File: config.mk
export PLATFORM = sky130hd
export DESIGN_NAME = nstk_ctrl
export DESIGN_NICKNAME = d
export VERILOG_FILES = /design/src/rtl/nstk_pkg.sv /design/src/rtl/nstk_sp.sv /design/src/rtl/nstk_seq.sv /design/src/rtl/nstk_nibbuf.sv /design/src/rtl/nstk_ctrl.sv
export SDC_FILE = /design/constraint.sdc
export NUM_CORES = 1
export LEC_CHECK = 0
export BUFFER_PORTS_ARGS = -buffer_cell sky130_fd_sc_hd__buf_4
export CAP_MARGIN = 15
export CORE_MARGIN = 3
export CORE_UTILIZATION = 30
export CTS_CLUSTER_SIZE = 24
export DETAILED_ROUTE_END_ITERATION = 10
export PLACE_DENSITY = 0.57
export SETUP_SLACK_MARGIN = 0.5
export SLEW_MARGIN = 5
export SYNTH_ARGS = -nofsm -noshare
export SYNTH_HDL_FRONTEND = slang
export SYNTH_SLANG_ARGS = --single-unit
File: constraint.sdc
create_clock -name clk -period 5.2 [get_ports clk]
set_input_delay 0.26 -clock clk [delete_from_list [all_inputs] [get_ports clk]]
set_output_delay 0.26 -clock clk [all_outputs]
set_load 0.05 [all_outputs]
File: src/rtl/nstk_pkg.sv
package nstk_pkg;
  localparam int NIB_W     = 4;
  localparam int PC_W      = 11;
  localparam int MAX_SLOTS = 5;
  localparam int SLOT_W    = $clog2(MAX_SLOTS + 1);

  typedef enum logic [2:0] {
    OP_IDLE = 3'd0,
    OP_CALL = 3'd1,
    OP_RET  = 3'd2,
    OP_RETS = 3'd3,
    OP_RETI = 3'd4,
    OP_PUSH = 3'd5,
    OP_POP  = 3'd6
  } op_e;

  // number of nibble accesses a command needs; zero means not a command
  function automatic logic [SLOT_W-1:0] op_steps(op_e op);
    case (op)
      OP_CALL:          return SLOT_W'(4);
      OP_RET, OP_RETS:  return SLOT_W'(3);
      OP_RETI:          return SLOT_W'(5);
      OP_PUSH, OP_POP:  return SLOT_W'(2);
      default:          return '0;
    endcase
  endfunction

  function automatic logic op_is_write(op_e op);
    return (op == OP_CALL) || (op == OP_PUSH);
  endfunction

  // address offset from SP of access number idx
  function automatic int slot_off(op_e op, logic [SLOT_W-1:0] idx);
    case (op)
      OP_CALL, OP_PUSH: return -(int'(idx) + 1);
      OP_POP:           return int'(idx);
      default: begin
        case (idx)
          SLOT_W'(0): return 0;
          SLOT_W'(1): return 3;
          SLOT_W'(2): return 2;
          SLOT_W'(3): return 4;
          default:    return 5;
        endcase
      end
    endcase
  endfunction

  function automatic int sp_delta(op_e op);
    case (op)
      OP_CALL:          return -4;
      OP_PUSH:          return -2;
      OP_RET, OP_RETS:  return 4;
      OP_RETI:          return 6;
      OP_POP:           return 2;
      default:          return 0;
    endcase
  endfunction
endpackage

File: src/rtl/nstk_sp.sv
module nstk_sp #(
  parameter int unsigned     AW      = 8,
  parameter logic [AW-1:0]   SP_INIT = '0
) (
  input  logic          clk,
  input  logic          rst,
  input  logic          upd,
  input  logic [AW-1:0] delta,
  output logic [AW-1:0] sp
);
  always_ff @(posedge clk) begin
    if (rst)      sp <= SP_INIT;
    else if (upd) sp <= sp + delta;
  end
endmodule

File: src/rtl/nstk_seq.sv
module nstk_seq
  import nstk_pkg::*;
(
  input  logic              clk,
  input  logic              rst,
  input  logic              cmd_valid,
  input  op_e               cmd_op,
  output logic              accept,
  output logic              busy,
  output op_e               op_q,
  output logic [SLOT_W-1:0] cnt,
  output logic              issue,
  output logic              fin,
  output logic              rd_vld,
  output logic [SLOT_W-1:0] rd_idx
);
  logic [SLOT_W-1:0] steps;
  logic [SLOT_W-1:0] total;
  logic              wr;

  assign steps  = op_steps(op_q);
  assign wr     = op_is_write(op_q);
  assign total  = steps + SLOT_W'(!wr);
  assign accept = cmd_valid && !busy && (op_steps(cmd_op) != '0);
  assign issue  = busy && (cnt < steps);
  assign fin    = busy && (cnt == total - SLOT_W'(1));

  always_ff @(posedge clk) begin
    if (rst) begin
      busy   <= 1'b0;
      op_q   <= OP_IDLE;
      cnt    <= '0;
      rd_vld <= 1'b0;
      rd_idx <= '0;
    end else begin
      rd_vld <= issue && !wr;
      rd_idx <= cnt;
      if (accept) begin
        busy <= 1'b1;
        op_q <= cmd_op;
        cnt  <= '0;
      end else if (fin) begin
        busy <= 1'b0;
      end else if (busy) begin
        cnt <= cnt + SLOT_W'(1);
      end
    end
  end

  // the counter never runs past the last step of the command
  p_cnt_bound_r10: assert property (@(posedge clk) disable iff (rst)
    busy |-> (cnt <= steps));
endmodule

File: src/rtl/nstk_nibbuf.sv
module nstk_nibbuf #(
  parameter int SLOTS = 5,
  parameter int NW    = 4,
  parameter int IW    = 3
) (
  input  logic               clk,
  input  logic               rst,
  input  logic               cap,
  input  logic [IW-1:0]      idx,
  input  logic [NW-1:0]      din,
  output logic [SLOTS*NW-1:0] view
);
  for (genvar g = 0; g < SLOTS; g++) begin : g_slot
    logic [NW-1:0] q;
    logic          hit;
    assign hit = cap && (idx == IW'(g));
    always_ff @(posedge clk) begin
      if (rst)      q <= '0;
      else if (hit) q <= din;
    end
    // the nibble arriving this cycle is visible at once for the final step
    assign view[g*NW +: NW] = hit ? din : q;
  end
endmodule

File: src/rtl/nstk_ctrl.sv
module nstk_ctrl
  import nstk_pkg::*;
#(
  parameter int unsigned   AW      = 8,
  parameter logic [AW-1:0] SP_INIT = '0
) (
  input  logic              clk,
  input  logic              rst,
  input  logic              cmd_valid,
  input  logic [2:0]        cmd_op,
  input  logic [PC_W-1:0]   cmd_target,
  input  logic [PC_W-1:0]   cur_pc,
  input  logic [2*NIB_W-1:0] rp_in,
  output logic [AW-1:0]     mem_addr,
  output logic              mem_we,
  output logic [NIB_W-1:0]  mem_wdata,
  input  logic [NIB_W-1:0]  mem_rdata,
  output logic              busy,
  output logic              done,
  output logic [AW-1:0]     sp_out,
  output logic [PC_W-1:0]   pc_out,
  output logic              pc_load,
  output logic              skip,
  output logic [2*NIB_W-1:0] rp_out,
  output logic              rp_load,
  output logic [2*NIB_W-1:0] psw_out,
  output logic              psw_load
);
  localparam int BUF_W = MAX_SLOTS * NIB_W;

  op_e               op_q;
  logic              accept;
  logic [SLOT_W-1:0] cnt;
  logic              issue;
  logic              fin;
  logic              rd_vld;
  logic [SLOT_W-1:0] rd_idx;
  logic [BUF_W-1:0]  view;
  logic [PC_W-1:0]   tgt_q;
  logic [PC_W-1:0]   ret_q;
  logic [2*NIB_W-1:0] rp_q;
  logic [AW-1:0]     sp;

  nstk_seq u_seq (
    .clk       (clk),
    .rst       (rst),
    .cmd_valid (cmd_valid),
    .cmd_op    (op_e'(cmd_op)),
    .accept    (accept),
    .busy      (busy),
    .op_q      (op_q),
    .cnt       (cnt),
    .issue     (issue),
    .fin       (fin),
    .rd_vld    (rd_vld),
    .rd_idx    (rd_idx)
  );

  nstk_sp #(.AW(AW), .SP_INIT(SP_INIT)) u_sp (
    .clk   (clk),
    .rst   (rst),
    .upd   (fin),
    .delta (AW'(sp_delta(op_q))),
    .sp    (sp)
  );

  nstk_nibbuf #(.SLOTS(MAX_SLOTS), .NW(NIB_W), .IW(SLOT_W)) u_buf (
    .clk  (clk),
    .rst  (rst),
    .cap  (rd_vld),
    .idx  (rd_idx),
    .din  (mem_rdata),
    .view (view)
  );

  assign sp_out = sp;

  // operands captured at acceptance
  always_ff @(posedge clk) begin
    if (rst) begin
      tgt_q <= '0;
      ret_q <= '0;
      rp_q  <= '0;
    end else if (accept) begin
      tgt_q <= cmd_target;
      ret_q <= cur_pc;
      rp_q  <= rp_in;
    end
  end

  // RAM port: address from SP and the access number
  assign mem_addr = sp + AW'(slot_off(op_q, cnt));
  assign mem_we   = issue && op_is_write(op_q);

  always_comb begin
    mem_wdata = '0;
    if (op_q == OP_CALL) begin
      case (cnt)
        SLOT_W'(0): mem_wdata = ret_q[7:4];
        SLOT_W'(1): mem_wdata = ret_q[3:0];
        SLOT_W'(2): mem_wdata = '0;
        default:    mem_wdata = {1'b0, ret_q[10:8]};
      endcase
    end else if (op_q == OP_PUSH) begin
      mem_wdata = (cnt == '0) ? rp_q[7:4] : rp_q[3:0];
    end
  end

  // registered results
  always_ff @(posedge clk) begin
    if (rst) begin
      done     <= 1'b0;
      pc_load  <= 1'b0;
      skip     <= 1'b0;
      rp_load  <= 1'b0;
      psw_load <= 1'b0;
      pc_out   <= '0;
      rp_out   <= '0;
      psw_out  <= '0;
    end else begin
      done     <= fin;
      pc_load  <= fin && (op_q inside {OP_CALL, OP_RET, OP_RETS, OP_RETI});
      skip     <= fin && (op_q == OP_RETS);
      rp_load  <= fin && (op_q == OP_POP);
      psw_load <= fin && (op_q == OP_RETI);
      if (fin) begin
        if (op_q == OP_CALL)
          pc_out <= tgt_q;
        else if (op_q != OP_PUSH && op_q != OP_POP)
          pc_out <= {view[2:0], view[7:4], view[11:8]};
        if (op_q == OP_POP)
          rp_out <= {view[7:4], view[3:0]};
        if (op_q == OP_RETI)
          psw_out <= {view[15:12], view[19:16]};
      end
    end
  end

  // SP moves by the command's step, modulo 2^AW, exactly when done appears
  p_sp_move_r9: assert property (@(posedge clk) disable iff (rst)
    done |-> (sp_out == $past(sp_out) + AW'(sp_delta(op_q))));
  // done ends a busy period
  p_done_after_busy_r10: assert property (@(posedge clk) disable iff (rst)
    done |-> ($past(busy) && !busy));
  // writes only from call or push while busy
  p_we_write_r11: assert property (@(posedge clk) disable iff (rst)
    mem_we |-> (busy && op_is_write(op_q)));
  // skip only comes with a PC load
  p_skip_pc_r5: assert property (@(posedge clk) disable iff (rst)
    skip |-> (pc_load && done));
  // status word restore only with a PC restore
  p_psw_pc_r6: assert property (@(posedge clk) disable iff (rst)
    psw_load |-> (pc_load && done));
  // a pop loads no PC
  p_rp_alone_r8: assert property (@(posedge clk) disable iff (rst)
    rp_load |-> (done && !pc_load && !psw_load));
endmodule

==> reports/metrics.yaml, run 1 <==
status:
  status: "completed"
clocking:
  clkLatencyLatePin_ns: 0.35
  clockRootBuffer: "clkbuf_16"
  post_cts_resized: 0
  cts_buffers: 9
  cts_num_sinks: 100
  post_cts_buffers: 0
  cts_tree: "done"
  cts.path.max_buffers: 2
  cts.clk_slew.worst_paths_ns: 0.07
  htree_levels: 3
  hold_buffers: 0
power:
  clkPwrFrac_pct: 38.3
  ir_drop_mv: 0.151
  p_int_w: 0.00128
  seqPwrFrac_pct: 45.7
  combPwrFrac_pct: 16.0
  finalPower_w: 0.00179
  switchingPower_w: 0.000510
  leakage_nw: 2.46
  sw_frac_of_total_pct: 28.5
  power.density_nw_per_um2: 301
worst_setup_path:
  crit_path_max_fanout: 20
  cp.arrival_ns: 3.32
  crit_type: "reg2out"
  startpoint_type: "register"
  end_kind: "output port"
  cp.required_ns: 4.94
logic_synthesis:
  syn_area_per_cell_um2: 8.48
  syn_area_um2: 4830
  async_flop_share_pct: 0
  synth_ff_type: "dfxtp_1"
  syn_nets: 627
  synthCells: 570
  synth_cell_types: 58
  ys_seq_area_share_pct: 41.4
  synth_warnings: 0
  synth-edff-count: 0
  synth-seq-cells: 100
sta:
  report.final.slew_viol_count: 0
  min_period_over_period_pct: 68.8
  fin_setup_tns_ns: 0
  worst_pin_slew_ns: 1.16
  slew_headroom_pct: 21.9
  skew_ns: 0.00609
  period_needed_ns: 3.58
  setup_viol: 0
  fmax_mhz: 280
  rsz0062_at_grt: "no"
  finalHoldViolations: 0
final_layout:
  antenna_cells: 0
  fin_nets: 688
  stdcell_area_um2: 5940
  area_delta_synth_final_pct: 22.8
  drive_above_1_share_pct: 18.9
detailed_routing:
  drt_iter0_drc: 270
  vias: 4120
  routed_wl_mm: 12.0
  dr.pass1.iters: 4
  drc: 0
  routedWlPerCell_um: 14.2
  drt-vias-per-instance: 4.86
  antenna_left: 0
floorplanning:
  ios: 94
  core_um2: 15500
  die_h_um: 133
  initial_core_util_pct: 31.2
  fp-row-count: 45
  dieWidth_um: 133
  die_area_um2: 17700
placement:
  gp_congestion: 0.827
  port_buffers: 92
  placed_area_um2: 5590
  hpwl_mm: 8.72
grt:
  grt_usage_pct: 13.7
  antenna_found_initial: 0
  grt_pass1_wl_mm: 19.9
  grt_pass1_vias: 4151
  grt_overflow: 0
  grt_max_degree: 125
job:
  drv_cap: 0
min_path:
  hold_class: "in2reg"
-- layout by cell type, fill, tap and decap left out, drive strengths merged, types with 3 or more instances in the layout --
cell type  netlist  layout
nor4bb           3       3
nor3            10      10
a211o           12      12
and3             3       3
clkinv           0       4
dfxtp          100     100
nor2b            9       9
o31ai            8       8
nand3            4       4
clkbuf          33      10
a211oi           9       9
ha              15      15
buf             12      95
nand2b          18      18
nor3b            4       4
nand2           76      76
inv             11      11
a22oi            4       4
a21o             6       6
nor2            74      74
xnor2            7       7
xor2             4       4
nand4            3       3
mux2             3       3
mux2i           38      38
nand3b           9       9
a21oi           54      54
o21ai           13      13
-- logic make-up (layout without fill, tap and decap cells) --
kind of cell | Yosys count | after routing | share of synthesized area, %
adders and majority gates | 17 | 17 | 4.71
other | 1 | 1 | 0.0776
AOI/OAI and AO/OA | 120 | 120 | 16.0
buffers and inverters | 56 | 122 | 5.13
and+or+nand+nor | 224 | 224 | 22.0
xor gates and xnor gates | 11 | 11 | 1.99
DFF | 100 | 100 | 41.4
muxes | 41 | 41 | 8.73
-- path summary, 6_finish.rpt --
kind / start / to / slack (ns) / cells past startpoint
min: cur_pc[1] / ret_q[1]$_SDFFE_PP0P_ / 0.16 / 3
min reg2reg: rp_q[7]$_SDFFE_PP0P_ / rp_q[7]$_SDFFE_PP0P_ / 0.46 / 2
max reg2reg: u_seq.op_q[0]$_SDFFE_PP0P_ / u_sp.sp[5]$_SDFFE_PP0P_ / 2.47 / 8
max: u_seq.cnt[2]$_SDFFE_PP0P_ / mem_addr[6] / 1.62 / 13
-- flip-flops by register name (all words and copies together), names as in the netlist, 7 cells and up --
register / cells
ret_q: 11
pc_out: 11
u_buf.g_slot.q: 20
psw_out: 8
u_sp.sp: 7
rp_out: 8
rp_q: 8
tgt_q: 11
-- power groups by stage --
stage / combinational, W / clock, W / sequential [W]
3_5_place_dp: 0.000284 / 0 / 0.000835
4_1_cts: 0.000285 / 0.000706 / 0.000817
6_report: 0.000286 / 0.000683 / 0.000817
3_3_place_gp: 0.000280 / 0 / 0.000833
2_1_floorplan: 0.000195 / 0 / 0.000841
5_1_grt: 0.000314 / 0.000739 / 0.000821
-- per-layer routing --
metal,GRT usage (%),part of all wire (%),up-vias
li1,-,-,2081
met1,18.1,49,1926
met2,21.6,45,97
met3,3.16,4.5,16
met4,5.14,1.6,0
met5,0,0,-
-- cells in the mapped netlist, types with 2 or more instances --
| cell | instances | area, um2 |
|---|---|---|
| buf_1 | 2 | 7.51 |
| ha_1 | 15 | 188 |
| o21ai_0 | 12 | 60.1 |
| and4_1 | 2 | 17.5 |
| nand2_1 | 76 | 285 |
| a21o_1 | 6 | 45.0 |
| buf_2 | 5 | 25.0 |
| nand3_1 | 4 | 20.0 |
| o21a_1 | 2 | 15.0 |
| dfxtp_1 | 100 | 2000 |
| a22oi_1 | 4 | 30.0 |
| a211oi_1 | 9 | 67.6 |
| and3_1 | 3 | 18.8 |
| buf_4 | 2 | 15.0 |
| nor2b_1 | 9 | 56.3 |
| mux2_4 | 2 | 30.0 |
| nor2_1 | 74 | 278 |
| o21bai_1 | 2 | 15.0 |
| a21oi_1 | 54 | 270 |
| nand3b_1 | 9 | 67.6 |
| inv_2 | 3 | 11.3 |
| fa_1 | 2 | 40.0 |
| mux2i_1 | 38 | 380 |
| inv_1 | 8 | 30.0 |
| nand4_1 | 3 | 18.8 |
| xnor2_1 | 7 | 61.3 |
| xor2_1 | 4 | 35.0 |
| clkbuf_1 | 32 | 120 |
| buf_6 | 3 | 33.8 |
| a211o_1 | 12 | 105 |
| nor3_1 | 10 | 50.1 |
| nor4bb_1 | 3 | 30.0 |
| nand2b_1 | 18 | 113 |
| o31ai_1 | 8 | 60.1 |
| nor3b_1 | 4 | 30.0 |
-- area by class of cell --
class                      instances  area (um2)
multi-input combinational        414        2580
timing repair buffer              95         741
clock inverter                     6        76.3
tap                              211         264
sequential                       100        2000
clock buffer                      10         229
inverter                          11        41.3
fill                            1610        9550
-- through the flow --
step | utilization [%] | hold slack (ns) | worst slack, ns | cells
3_5_place_dp | 36.1 | 0.447 | 2.03 | 829
6_report | 38.3 | 0.162 | 1.62 | 847
3_3_place_gp | 36.1 | 0.448 | 2.06 | 829
2_1_floorplan | - | 0.396 | 1.93 | 570
5_1_grt | 38.3 | 0.156 | 1.34 | 847
4_1_cts | 38.1 | 0.147 | 1.63 | 845
-- critical path, cell delays in order (launching register included) --
cell      delay [ns]
dfxtp_1         0.71
inv_1           0.19
ha_1            0.25
nor2b_1         0.13
o22ai_1         0.12
nor2_1          0.08
a21o_1          0.19
ha_1            0.27
a21o_1          0.18
a21oi_1         0.23
o21bai_1        0.09
a21oi_1         0.18
xnor2_1         0.13
buf_4           0.21
No activity file was read; power rests on OpenSTA's default activity.
==> run 2, diff against run 1 <==
PLACE_DENSITY = 0.58   (was 0.57)
clock period = 3.05 ns   (was 5.2 ns; I/O delays follow)
==> reports/metrics.yaml, run 2 (same netlist as run 1, synthesis figures left out) <==
detailed_routing:
  wl_met1_mm: 6.07  # +3.5%
  drc: 0  # unchanged
  wl_met3_um: 604  # +11%
  antenna_left: 0  # unchanged
  drt_iter0_drc: 215  # -20%
  top_layer: "met4"
  routed_wl_mm: 12.7  # +6.3%
  routedWlPerCell_um: 14.7  # +4.1%
  dr_wl_met2_mm: 5.79  # +7.2%
  vias: 4180  # +1.5%
  dr.pass1.iters: 4  # unchanged
  drt-vias-per-instance: 4.83  # -0.65%
clocking:
  htree_levels: 3  # unchanged
  cts_tree: "done"
  cts.path.max_buffers: 2  # unchanged
  cts_num_sinks: 100  # unchanged
  hold_buffers: 0  # unchanged
  cts.clk_slew.worst_paths_ns: 0.08  # about the same
  clockRootBuffer: "clkbuf_16"
  clkLatencyLatePin_ns: 0.35  # about the same
  cts_buffers: 9  # unchanged
grt:
  antenna_found_initial: 0  # unchanged
  grt_overflow: 0  # unchanged
  grt_max_degree: 69  # -45%
  grt_pass1_vias: 4163  # +0.29%
  grt_usage_pct: 14.3  # +0.66 points
  grt_pass1_wl_mm: 20.6  # +3.3%
min_path:
  hold_class: "in2reg"
  min-delay-start: "rp_in[5]"
  min_to: "rp_q[5]$_SDFFE_PP0P_"
  min_path_cells: 3  # unchanged
worst_setup_path:
  crit_top_cell: "ha_4"
  ff2ff_path_depth: 9  # +1
  cp.required_ns: 2.90  # -2.04 ns
  crit_path_max_fanout: 5  # -75%
  ff2ff_setup_slack_ns: 0.62  # -1.85 ns
  cp_num_buf_inv: 1  # -1
  cpMaxStageDelayCell: "dfxtp_4"
  cp.arrival_ns: 2.76  # -0.56 ns
  r2r_start: "u_seq.op_q[1]$_SDFFE_PP0P_"
  startpoint_type: "register"
  cpLargestDelayFamily: "compound AO/OA/AOI/OAI gates"
  regToRegEndpoint: "u_sp.sp[5]$_SDFFE_PP0P_"
  cp.depth: 13  # unchanged
  crit_type: "reg2out"
  cp_slowest_stage_delay_ns: 0.39  # -0.32 ns
  cp_cell_sequence: "ha_4 -> ha_4 -> nor2b_4 -> o22ai_2 -> nor2_2 -> a21o_1 -> ha_4 -> a21o_1 -> a21oi_2 -> o21bai_1 -> a21oi_2 -> xnor2_4 -> buf_6"
  end_kind: "output port"
sta:
  rsz0062_at_grt: "yes"
  report.final.slew_viol_count: 0  # unchanged
  fin_setup_tns_ns: 0  # unchanged
  finalHoldViolations: 0  # unchanged
  period_needed_ns: 2.91
  worst_pin_slew_ns: 0.802  # -0.353 ns
  slew_headroom_pct: 46.5  # +25 points
  skew_ns: 0.0124  # +0.00632 ns
  whs_ns: 0.0466  # -0.115 ns
  setup_viol: 0  # unchanged
  fmax_mhz: 343
  min_period_over_period_pct: 95.5
final_layout:
  antenna_cells: 0  # unchanged
  area_delta_synth_final_pct: 30.4
  fin_nets: 706  # +2.6%
  most-common-layout-cells: "106 x buf_4, 96 x dfxtp_1, 74 x nand2_1"
  stdcell_area_um2: 6300  # +6.2%
  largest_register_ffs: 20  # unchanged
  final_common_cell: "buf_4"
  regMostFlops: "u_buf.g_slot.q"
  drive_above_1_share_pct: 27.5  # +8.7 points
  fin_cells: 865  # +2.1%
  fillers: 1601  # -0.56%
placement:
  port_buffers: 92  # unchanged
  placed_area_um2: 5780  # +3.5%
  hpwl_mm: 9.02  # +3.5%
  gp_congestion: 0.826  # about the same
  placed_cells: 841  # +1.4%
power:
  finalPower_w: 0.00306  # +71%
  leakage_nw: 2.59  # +5.4%
  power.density_nw_per_um2: 485  # +61%
  ir_drop_mv: 0.263  # +74%
floorplanning:
  die_h_um: 133  # unchanged
  dieWidth_um: 133  # unchanged
  ios: 94  # unchanged
  die_area_um2: 17700  # unchanged
  fp-row-count: 45  # unchanged
  initial_core_util_pct: 31.2  # unchanged
  core_um2: 15500  # unchanged
status:
  status: "completed"
job:
  drv_cap: 0  # unchanged
[run 2: cell count changes in the layout (fill, tap and decap cells not counted), moves of 5 or more]
cell,change
ha_1,-8
buf_6,+6
xnor2_1,-5
ha_4,+5
buf_4,+13
[run 2: metrics by stage]
stage	utilization (%)	setup WS [ns]
2_1_floorplan	-	0.342
3_3_place_gp	37.3	0.205
3_5_place_dp	37.3	0.0197
4_1_cts	40.2	0.105
5_1_grt	40.7	0.0123
6_report	40.7	0.138
[run 2: how the worst max path moves through the flow]
stage,start,end
after floorplan,u_seq.cnt[1]$_SDFFE_PP0P_,mem_addr[5]
after global placement,u_seq.cnt[0]$_SDFFE_PP0P_,mem_addr[5]
after detailed placement,u_seq.cnt[0]$_SDFFE_PP0P_,mem_addr[5]
after CTS,u_seq.cnt[1]$_SDFFE_PP0P_,mem_addr[6]
after global routing,u_seq.cnt[1]$_SDFFE_PP0P_,mem_addr[6]
final,u_seq.cnt[1]$_SDFFE_PP0P_,mem_addr[6]
[run 2: cell type report]
cell class	instances	area (um2)	area share, %
Clock buffer	11	243	3.85
Clock inverter	5	43.8	0.695
Inverter	11	46.3	0.735
Multi-Input combinational cell	414	2810	44.6
Sequential cell	100	2010	32.0
Tap cell	211	264	4.19
Timing Repair Buffer	113	878	13.9
[run 2: timing repair]
item                       in CTS  in global routing
hold endpoints to repair        0                  0
setup endpoints to repair      12                 13
pin swaps                      20                 14
gates resized for setup        36                 13
buffers inserted                5                  2
[run 2: tightest hold or removal path, stage by stage]
cell and delay (ns):
buf_4 0.11, nand2_1 0.04, a21oi_1 0.05
[run 2: layer usage]
metal  vias up  global-route usage, %
met2       106                   22.7
li1       2118                      -
met1      1934                   18.4
met4         0                   6.93
met5         -                      0
met3        22                   3.23
[run 2: report_power, final]
part           switching [W]  internal (W)  leakage, nW
Combinational       0.000336      0.000215         1.64
Clock               0.000535      0.000588        0.135
Sequential         0.0000381       0.00135        0.814
